File: config.mk
export PLATFORM = sky130hd
export DESIGN_NAME = uart_sp_rx
export DESIGN_NICKNAME = d
export VERILOG_FILES = /design/src/rtl/uart_sp_pkg.sv /design/src/rtl/uart_sp_sync.sv /design/src/rtl/uart_sp_bittimer.sv /design/src/rtl/uart_sp_frame.sv /design/src/rtl/uart_sp_rx.sv
export SDC_FILE = /design/constraint.sdc
export NUM_CORES = 1
export LEC_CHECK = 0
export CAP_MARGIN = 20
export CORE_ASPECT_RATIO = 0.7
export CORE_UTILIZATION = 38
export DETAILED_ROUTE_END_ITERATION = 7
export PLACE_DENSITY = 0.58
export SYNTH_ARGS = -nofsm -noshare
export SYNTH_HDL_FRONTEND = slang
export SYNTH_HIERARCHICAL = 1
export SYNTH_SLANG_ARGS = --single-unit
File: constraint.sdc
create_clock -name clk -period 26.7 [get_ports clk]
set_input_delay 4.005 -clock clk [delete_from_list [all_inputs] [get_ports clk]]
set_output_delay 4.005 -clock clk [all_outputs]
set_load 0.01 [all_outputs]
File: src/rtl/uart_sp_pkg.sv
package uart_sp_pkg;

    localparam int PCT_W = 7;
    localparam int LEN_W = 4;

    typedef enum logic [2:0] {
        PAR_NONE   = 3'd0,
        PAR_ODD    = 3'd1,
        PAR_EVEN   = 3'd2,
        PAR_ZERO   = 3'd3,
        PAR_ONE    = 3'd4,
        PAR_IGNORE = 3'd5,
        PAR_RSV6   = 3'd6,
        PAR_RSV7   = 3'd7
    } par_mode_e;

    typedef enum logic [2:0] {
        ST_IDLE,
        ST_START,
        ST_DATA,
        ST_PARITY,
        ST_STOP
    } rx_state_e;

    typedef struct packed {
        logic [LEN_W-1:0] len;
        par_mode_e        par;
        logic             msb_first;
        logic             invert;
    } frame_cfg_t;

    // Out-of-range percentages fall back to mid-bit.
    function automatic logic [PCT_W-1:0] eff_pct(input logic [PCT_W-1:0] p);
        return (p >= 7'd1 && p <= 7'd99) ? p : 7'd50;
    endfunction

    function automatic logic [LEN_W-1:0] eff_len(input logic [LEN_W-1:0] l);
        return (l >= 4'd5 && l <= 4'd9) ? l : 4'd8;
    endfunction

    function automatic par_mode_e eff_par(input logic [2:0] m);
        return (m > 3'd5) ? PAR_NONE : par_mode_e'(m);
    endfunction

    // data_odd is the XOR of all data bits.
    function automatic logic parity_pass(input par_mode_e m, input logic data_odd,
                                         input logic pbit);
        case (m)
            PAR_ODD:  return (data_odd ^ pbit) == 1'b1;
            PAR_EVEN: return (data_odd ^ pbit) == 1'b0;
            PAR_ZERO: return pbit == 1'b0;
            PAR_ONE:  return pbit == 1'b1;
            default:  return 1'b1;
        endcase
    endfunction

endpackage

File: src/rtl/uart_sp_sync.sv
module uart_sp_sync #(
    parameter int STAGES = 2
) (
    input  logic clk,
    input  logic rst,
    input  logic rx_raw,
    input  logic invert,
    output logic line_o,
    output logic fall_o
);
    logic [STAGES-1:0] chain;
    logic              prev_raw;

    always_ff @(posedge clk) begin
        if (rst) begin
            chain    <= '1;
            prev_raw <= 1'b1;
        end else begin
            chain    <= {chain[STAGES-2:0], rx_raw};
            prev_raw <= chain[STAGES-1];
        end
    end

    assign line_o = chain[STAGES-1] ^ invert;
    assign fall_o = (prev_raw ^ invert) & ~line_o;
endmodule

File: src/rtl/uart_sp_bittimer.sv
module uart_sp_bittimer #(
    parameter int CPB_W = 16
) (
    input  logic             clk,
    input  logic             rst,
    input  logic             launch,
    input  logic             active,
    input  logic [CPB_W-1:0] cpb,
    input  logic [CPB_W-1:0] off,
    output logic             hit
);
    localparam logic [CPB_W-1:0] ONE = CPB_W'(1);

    logic [CPB_W-1:0] pos;

    // The launch clock is position 0, so the next clock is position 1.
    always_ff @(posedge clk) begin
        if (rst) begin
            pos <= '0;
        end else if (launch) begin
            pos <= ONE;
        end else if (active) begin
            pos <= (pos == cpb - ONE) ? '0 : pos + ONE;
        end
    end

    assign hit = active && (pos == off);
endmodule

File: src/rtl/uart_sp_frame.sv
module uart_sp_frame
    import uart_sp_pkg::*;
#(
    parameter int CPB_W  = 16,
    parameter int WORD_W = 9
) (
    input  logic              clk,
    input  logic              rst,
    input  logic              fall,
    input  logic              line,
    input  logic              hit,
    input  logic [CPB_W-1:0]  cfg_cpb,
    input  logic [LEN_W-1:0]  cfg_len,
    input  logic [2:0]        cfg_parity,
    input  logic              cfg_msb_first,
    input  logic              cfg_invert,
    input  logic [PCT_W-1:0]  cfg_pct,
    output logic              launch,
    output logic              active,
    output logic              inv_eff,
    output logic [CPB_W-1:0]  cpb_q,
    output logic [CPB_W-1:0]  off_q,
    output rx_state_e         state,
    output logic [LEN_W-1:0]  len_q,
    output logic              rx_strobe,
    output logic [WORD_W-1:0] rx_word,
    output logic              rx_frame_ok,
    output logic              rx_frame_err,
    output logic              rx_parity_err
);
    localparam int PROD_W = CPB_W + PCT_W;

    frame_cfg_t        cfg_q;
    logic [LEN_W-1:0]  bit_idx;
    logic [LEN_W-1:0]  wr_idx;
    logic [WORD_W-1:0] acc;
    logic              par_bad;
    logic [PROD_W-1:0] prod;
    logic [CPB_W-1:0]  off_next;

    // The offset is computed once per frame, at the start edge.
    assign prod     = PROD_W'(cfg_cpb - CPB_W'(1)) * PROD_W'(eff_pct(cfg_pct));
    assign off_next = CPB_W'(prod / PROD_W'(100));

    assign launch  = (state == ST_IDLE) && fall;
    assign active  = (state != ST_IDLE);
    assign inv_eff = active ? cfg_q.invert : cfg_invert;
    assign len_q   = cfg_q.len;
    assign wr_idx  = cfg_q.msb_first ? (cfg_q.len - 4'd1 - bit_idx) : bit_idx;

    always_ff @(posedge clk) begin
        if (rst) begin
            state         <= ST_IDLE;
            cfg_q         <= '{len: 4'd8, par: PAR_NONE, msb_first: 1'b0, invert: 1'b0};
            cpb_q         <= '0;
            off_q         <= '0;
            bit_idx       <= '0;
            acc           <= '0;
            par_bad       <= 1'b0;
            rx_strobe     <= 1'b0;
            rx_word       <= '0;
            rx_frame_ok   <= 1'b0;
            rx_frame_err  <= 1'b0;
            rx_parity_err <= 1'b0;
        end else begin
            rx_strobe <= 1'b0;
            case (state)
                ST_IDLE: if (fall) begin
                    cfg_q   <= '{len: eff_len(cfg_len), par: eff_par(cfg_parity),
                                 msb_first: cfg_msb_first, invert: cfg_invert};
                    cpb_q   <= cfg_cpb;
                    off_q   <= off_next;
                    bit_idx <= '0;
                    acc     <= '0;
                    par_bad <= 1'b0;
                    // An offset of 0 reads the start slot at the edge itself, where it is low.
                    state   <= (off_next == '0) ? ST_DATA : ST_START;
                end
                ST_START: if (hit) begin
                    if (line) begin
                        rx_strobe     <= 1'b1;
                        rx_word       <= '0;
                        rx_frame_ok   <= 1'b0;
                        rx_frame_err  <= 1'b1;
                        rx_parity_err <= 1'b0;
                        state         <= ST_IDLE;
                    end else begin
                        state <= ST_DATA;
                    end
                end
                ST_DATA: if (hit) begin
                    acc     <= acc | (WORD_W'(line) << wr_idx);
                    bit_idx <= bit_idx + 4'd1;
                    if (bit_idx == cfg_q.len - 4'd1) begin
                        state <= (cfg_q.par == PAR_NONE) ? ST_STOP : ST_PARITY;
                    end
                end
                ST_PARITY: if (hit) begin
                    par_bad <= ~parity_pass(cfg_q.par, ^acc, line);
                    state   <= ST_STOP;
                end
                ST_STOP: if (hit) begin
                    rx_strobe     <= 1'b1;
                    rx_word       <= acc;
                    rx_frame_ok   <= line & ~par_bad;
                    rx_frame_err  <= ~line;
                    rx_parity_err <= par_bad;
                    state         <= ST_IDLE;
                end
                default: state <= ST_IDLE;
            endcase
        end
    end
endmodule

File: src/rtl/uart_sp_rx.sv
module uart_sp_rx
    import uart_sp_pkg::*;
#(
    parameter int CPB_W       = 16,
    parameter int WORD_W      = 9,
    parameter int SYNC_STAGES = 2
) (
    input  logic              clk,
    input  logic              rst,
    input  logic              rx_in,
    input  logic [CPB_W-1:0]  cfg_cpb,
    input  logic [3:0]        cfg_len,
    input  logic [2:0]        cfg_parity,
    input  logic              cfg_msb_first,
    input  logic              cfg_invert,
    input  logic [6:0]        cfg_pct,
    output logic              rx_strobe,
    output logic [WORD_W-1:0] rx_word,
    output logic              rx_frame_ok,
    output logic              rx_frame_err,
    output logic              rx_parity_err
);
    logic             line_n;
    logic             fall;
    logic             launch;
    logic             active;
    logic             inv_eff;
    logic             hit;
    logic [CPB_W-1:0] cpb_q;
    logic [CPB_W-1:0] off_q;
    logic [LEN_W-1:0] len_q;
    rx_state_e        state;

    uart_sp_sync #(.STAGES(SYNC_STAGES)) u_sync (
        .clk    (clk),
        .rst    (rst),
        .rx_raw (rx_in),
        .invert (inv_eff),
        .line_o (line_n),
        .fall_o (fall)
    );

    uart_sp_bittimer #(.CPB_W(CPB_W)) u_timer (
        .clk    (clk),
        .rst    (rst),
        .launch (launch),
        .active (active),
        .cpb    (cpb_q),
        .off    (off_q),
        .hit    (hit)
    );

    uart_sp_frame #(.CPB_W(CPB_W), .WORD_W(WORD_W)) u_frame (
        .clk           (clk),
        .rst           (rst),
        .fall          (fall),
        .line          (line_n),
        .hit           (hit),
        .cfg_cpb       (cfg_cpb),
        .cfg_len       (cfg_len),
        .cfg_parity    (cfg_parity),
        .cfg_msb_first (cfg_msb_first),
        .cfg_invert    (cfg_invert),
        .cfg_pct       (cfg_pct),
        .launch        (launch),
        .active        (active),
        .inv_eff       (inv_eff),
        .cpb_q         (cpb_q),
        .off_q         (off_q),
        .state         (state),
        .len_q         (len_q),
        .rx_strobe     (rx_strobe),
        .rx_word       (rx_word),
        .rx_frame_ok   (rx_frame_ok),
        .rx_frame_err  (rx_frame_err),
        .rx_parity_err (rx_parity_err)
    );
endmodule

==> results.sh, run 1 <==
export IMPL_cts_repair_resized=0
export IMPL_critPathMostFrequentCell="o211ai_1"
export IMPL_slowest_stage="o41ai_2"
export IMPL_m1WireLength_um=21000
export IMPL_syn_area_per_cell_um2=7.84
export IMPL_root_buffer="clkbuf_16"
export IMPL_postLayoutCellArea_um2=14700
export IMPL_skew_ns=0.00898
export IMPL_ctsHoldBuffers=0
export IMPL_grt_pass1_wl_um=66600
export IMPL_clock_sinks=90
export IMPL_tns_ns=0
export IMPL_finish_utilization=0.420
export IMPL_fmax_mhz=47.1
export IMPL_maxCapViolCount=0
export IMPL_rsz0062_at_grt="false"
export IMPL_core_area_um2=35000
export IMPL_required_ns=26.94
export IMPL_antenna_found_initial=0
export IMPL_drive_above_1_share=0.0932
export IMPL_finalNetCount=1891
export IMPL_postRouteAntennaNets=0
export IMPL_postCtsSetupBuffers=0
export IMPL_worstSkewPairLatency_ns=0.35
export IMPL_status="finished clean"
export IMPL_synth_nets=1900
export IMPL_clock_path_buffers=2
export IMPL_die_area_um2=36700
export IMPL_start_util=0.390
export IMPL_routed_wl_um=39800
export IMPL_synthCells=1742
export IMPL_die_x_um=229
export IMPL_crit_path_max_fanout=17
export IMPL_cp_end_kind="register"
export IMPL_first_global_vias=12400
export IMPL_drt_first_iter_violations=1344
export IMPL_dp_hpwl_um=31000
export IMPL_slew_viol_final=0
export IMPL_arrival_ns=21.47
export IMPL_worst_setup_path_type="input port to register"
export IMPL_portBuffers=47
export IMPL_cp_slowest_stage_delay_ns=0.89
export IMPL_setup_ws_ns=5.48
export IMPL_die_y_um=161
export IMPL_grt_start_max_net_pins=70
export IMPL_preCtsSetupSlack_ns=5.34
export IMPL_start_kind="input port"
export IMPL_top_layer="met4"
export IMPL_yosysWarnings=6
export IMPL_setup_viol=0
export IMPL_clk_pin_slew_ns=0.07
export IMPL_post_route_period_util=0.795
export IMPL_wl_met3_um=3240
export IMPL_hold_violations=0
export IMPL_rows=57
export IMPL_ioPinCount=48
export IMPL_drtPass1Iterations=5
export IMPL_globalplace_congestion=0.909
export IMPL_avgViaCountPerCell=6.01
export IMPL_tritoncts="built"
export IMPL_hp_class="register to register"
export IMPL_drcViolationCount=0
export IMPL_num_antenna_cells=0
export IMPL_syn_to_final_growth_pct=7.77
export IMPL_tightest_slew_ns=1.08
export IMPL_multi_input_comb_area_um2=11000
export IMPL_syn_area_um2=13700
export IMPL_grt_overflow=0
export IMPL_dpl_instance_area_um2=14400
export IMPL_cts_buffers=9
export IMPL_finalCriticalPeriod_ns=21.22
export IMPL_vias=13300
export IMPL_slew_headroom=0.275
export IMPL_nFillCells=3486
export IMPL_track_usage=0.218
export IMPL_htree_levels=3
export IMPL_seqCellArea_um2=1800
export IMPL_wl_per_cell_um=18.0
export IMPL_wl_met2_um=15300
per-stage QoR:
step	hold WS, ns	instances
floorplan	0.389	1742
global placement	0.408	2192
CTS	0.423	2208
detailed placement	0.407	2192
global route	0.448	2210
finish	0.415	2210
per-layer routing:
| metal | vias up | track usage |
|---|---|---|
| met4 | 0 | 0.0293 |
| met5 | - | 0 |
| li1 | 6368 | - |
| met2 | 524 | 0.293 |
| met1 | 6378 | 0.359 |
| met3 | 23 | 0.0344 |
path summary, 6_finish.rpt:
check	start	end	slack [ns]	depth (start not counted)
hold / removal	u_sync/chain[0]$_SDFF_PP1_	u_sync/chain[1]$_SDFF_PP1_	0.42	1
setup / recovery	cfg_pct[3]	u_frame/state[1]$_SDFFE_PP0P_	5.48	51
hold reg to reg	u_sync/chain[0]$_SDFF_PP1_	u_sync/chain[1]$_SDFF_PP1_	0.42	1
setup reg to reg	u_frame/state[1]$_SDFFE_PP0P_	u_frame/acc[5]$_SDFFE_PP0P_	22.53	11
layout make-up:
| class | count | area share |
|---|---|---|
| clock buffer | 9 | 0.0153 |
| clock inverter | 7 | 0.00527 |
| inverter | 102 | 0.0260 |
| multi-input combinational | 1465 | 0.750 |
| sequential | 90 | 0.122 |
| tap | 472 | 0.0401 |
| timing repair buffer | 65 | 0.0408 |
critical path: cells and delay by family:
kind | cells | cell delay (ns)
compound gates | 18 | 6.13
xor+xnor | 1 | 0.84
fa+ha+maj | 5 | 2.51
buf+inv | 4 | 0.82
mux | 4 | 1.99
simple gates | 19 | 5.17
registers in the layout, summed over array words and instances (netlist names):
name                   cells
u_sync/chain               2
u_frame/cpb_q             16
u_frame/cfg_q              5
u_frame/rx_frame_ok        1
u_frame/bit_idx            4
u_frame/rx_parity_err      1
u_frame/par_bad            1
u_frame/state              3
u_timer/pos               16
u_frame/len_q              4
u_frame/rx_frame_err       1
u_sync/prev_raw            1
u_frame/acc                9
u_frame/rx_strobe          1
u_frame/rx_word            9
u_frame/off_q             16
cells in the final DEF (no fill, tap or decap), drive strengths merged, types with 15 or more instances in the layout:
cell type and count:
nand2 161, inv 104, o22ai 15, dfxtp 90, o31ai 23, nor3 50, xor2 48, o211ai 34
a211oi 34, clkdlybuf4s50 46, nand3 56, or2 24, a21oi 128, ha 37, buf 19, nand4 27
xnor2 80, o21ai 67, and2 15, and3 22, fa 86, a31oi 25, nor2 215, a22oi 15
nand2b 16, a21o 16, nor4 25
Power of run 1 is left out: the tool's default activity adds up to more than one toggle a clock period on the data nets, which glitch-free logic cannot reach.
==> run 2: changes to the inputs <==
--- a/config.mk
+++ b/config.mk
@@ -9,7 +9,7 @@
 export CORE_ASPECT_RATIO = 0.7
 export CORE_UTILIZATION = 38
 export DETAILED_ROUTE_END_ITERATION = 7
-export PLACE_DENSITY = 0.58
+export PLACE_DENSITY = 0.6
 export SYNTH_ARGS = -nofsm -noshare
 export SYNTH_HDL_FRONTEND = slang
 export SYNTH_HIERARCHICAL = 1
==> constraint.sdc (replaced) <==
create_clock -name clk -period 18.57 [get_ports clk]
set_input_delay 2.7855 -clock clk [delete_from_list [all_inputs] [get_ports clk]]
set_output_delay 2.7855 -clock clk [all_outputs]
set_load 0.01 [all_outputs]
==> run 2 against run 1 <==
Effect of this change:
- setup slack lost 4.8 ns
- clock skew rose by 0.0034 ns
- final cell count grew 4.0%
- non-clock buffer count up 88
- sequential share of layout area is 0.71 points lower
- sequential cell count unchanged
- critical endpoint is now u_frame/off_q[0]$_SDFFE_PP0P_
==> results.sh, run 2 (synthesis results as in run 1) <==
export IMPL_use_met3=0.0433
export IMPL_setup_viol=0
export IMPL_drt_first_iter_violations=1491
export IMPL_rows=57
export IMPL_track_usage=0.220
export IMPL_drive_above_1_share=0.155
export IMPL_portBuffers=47
export IMPL_cts_buffers=9
export IMPL_maxCapViolCount=0
export IMPL_reg_top3="u_frame/cpb_q (16), u_frame/off_q (16), u_timer/pos (16)"
export IMPL_vias=13800
export IMPL_dp_hpwl_um=32100
export IMPL_hp_class="register to register"
export IMPL_instances_no_fill=2299
export IMPL_die_area_um2=36700
export IMPL_die_x_um=229
export IMPL_required_ns=18.75
export IMPL_postRouteAntennaNets=0
export IMPL_ioPinCount=48
export IMPL_fmax_mhz=55.9
export IMPL_grt_start_max_net_pins=70
export IMPL_arrival_ns=18.07
export IMPL_start_util=0.390
export IMPL_worstSkewPairLatency_ns=0.35
export IMPL_hold_violations=0
export IMPL_tritoncts="built"
export IMPL_slowest_stage="fa_1"
export IMPL_dpl_instance_area_um2=15000
export IMPL_drcViolationCount=0
export IMPL_num_antenna_cells=0
export IMPL_clock_path_buffers=2
export IMPL_ctsHoldBuffers=0
export IMPL_busiest_layer="met1"
export IMPL_postLayoutCellArea_um2=15600
export IMPL_htree_levels=3
export IMPL_avgViaCountPerCell=5.99
export IMPL_antenna_found_initial=0
export IMPL_crit_path_max_fanout=9
export IMPL_root_buffer="clkbuf_16"
export IMPL_grt_pass1_wl_um=67100
export IMPL_critPathMostFrequentCell="buf_4"
export IMPL_layout_commonest_cell="nor2_1"
export IMPL_wl_per_cell_um=17.8
export IMPL_use_met1=0.359
export IMPL_slew_headroom=0.330
export IMPL_globalplace_congestion=0.946
export IMPL_cp_slowest_stage_delay_ns=0.58
export IMPL_core_area_um2=35000
export IMPL_syn_to_final_growth_pct=14.4
export IMPL_tns_ns=0
export IMPL_routed_wl_um=41000
export IMPL_finalNetCount=1980
export IMPL_tightest_slew_ns=0.998
export IMPL_grt_use_met2=0.295
export IMPL_post_route_period_util=0.964
export IMPL_worst_setup_path_type="input port to register"
export IMPL_clk_pin_slew_ns=0.08
export IMPL_clock_sinks=90
export IMPL_skew_ns=0.0124
export IMPL_cp_end_kind="register"
export IMPL_drtPass1Iterations=7
export IMPL_finalCriticalPeriod_ns=17.90
export IMPL_start_kind="input port"
export IMPL_first_global_vias=12500
export IMPL_die_y_um=161
export IMPL_grt_overflow=0
export IMPL_status="finished clean"
export IMPL_dpl_cell_count=2268
export IMPL_layout_common_cells="nor2_1, nand2_1, a21oi_1"
export IMPL_slew_viol_final=0
==> run 2: cell count changes in the layout (fill, tap and decap cells not counted), sizes merged <==
cell,delta
buf,+88
inv,+1
a31o,+1
bufinv,-1
==> run 2: worst paths after layout <==
kind                                       from                            end  slack (ns)  cells past startpoint
setup / recovery                     cfg_cpb[5]  u_frame/off_q[0]$_SDFFE_PP0P_        0.67                     55
hold / removal       u_sync/chain[0]$_SDFF_PP1_     u_sync/chain[1]$_SDFF_PP1_        0.41                      1
setup reg to reg  u_frame/state[0]$_SDFFE_PP0P_   u_frame/par_bad$_SDFFE_PP0P_       15.03                     11
hold reg to reg      u_sync/chain[0]$_SDFF_PP1_     u_sync/chain[1]$_SDFF_PP1_        0.41                      1
==> run 2: layout make-up <==
cell class / instances / area, µm²
fill: 3464 / 19400
sequential: 90 / 1800
clock inverter: 7 / 81.3
inverter: 102 / 383
multi-input combinational: 1466 / 11300
tap: 472 / 591
timing repair buffer: 153 / 1260
clock buffer: 9 / 225
==> run 2: layer usage <==
layer,up-vias,part of all wire
met1,6655,0.52
met3,22,0.079
met2,547,0.39
met5,-,0
li1,6550,-
met4,0,0.0051
==> run 2: repair_timing <==
action,CTS,global route
setup endpoints to repair,0,5
hold endpoints to repair,0,0
setup buffers,0,13
gates resized for setup,0,45
==> run 2: worst max-delay path, delay by kind of cell <==
kind            cells  cell delay (ns)
compound gates     22             6.13
simple gates       14             3.13
fa+ha+maj           5             2.53
buf+inv             9             1.87
mux                 3             1.09
xor+xnor            2             0.51
==> run 2: stage by stage <==
step / worst slack (ns) / hold slack (ns) / util
after global placement: 0.143 / 0.398 / 0.428
after CTS: 0.325 / 0.417 / 0.436
after detailed placement: 0.0491 / 0.399 / 0.428
after global routing: -0.148 / 0.417 / 0.446
final: 0.672 / 0.413 / 0.446
after floorplan: 2.12 / 0.389 / -
Power of run 2 is left out for the same reason.
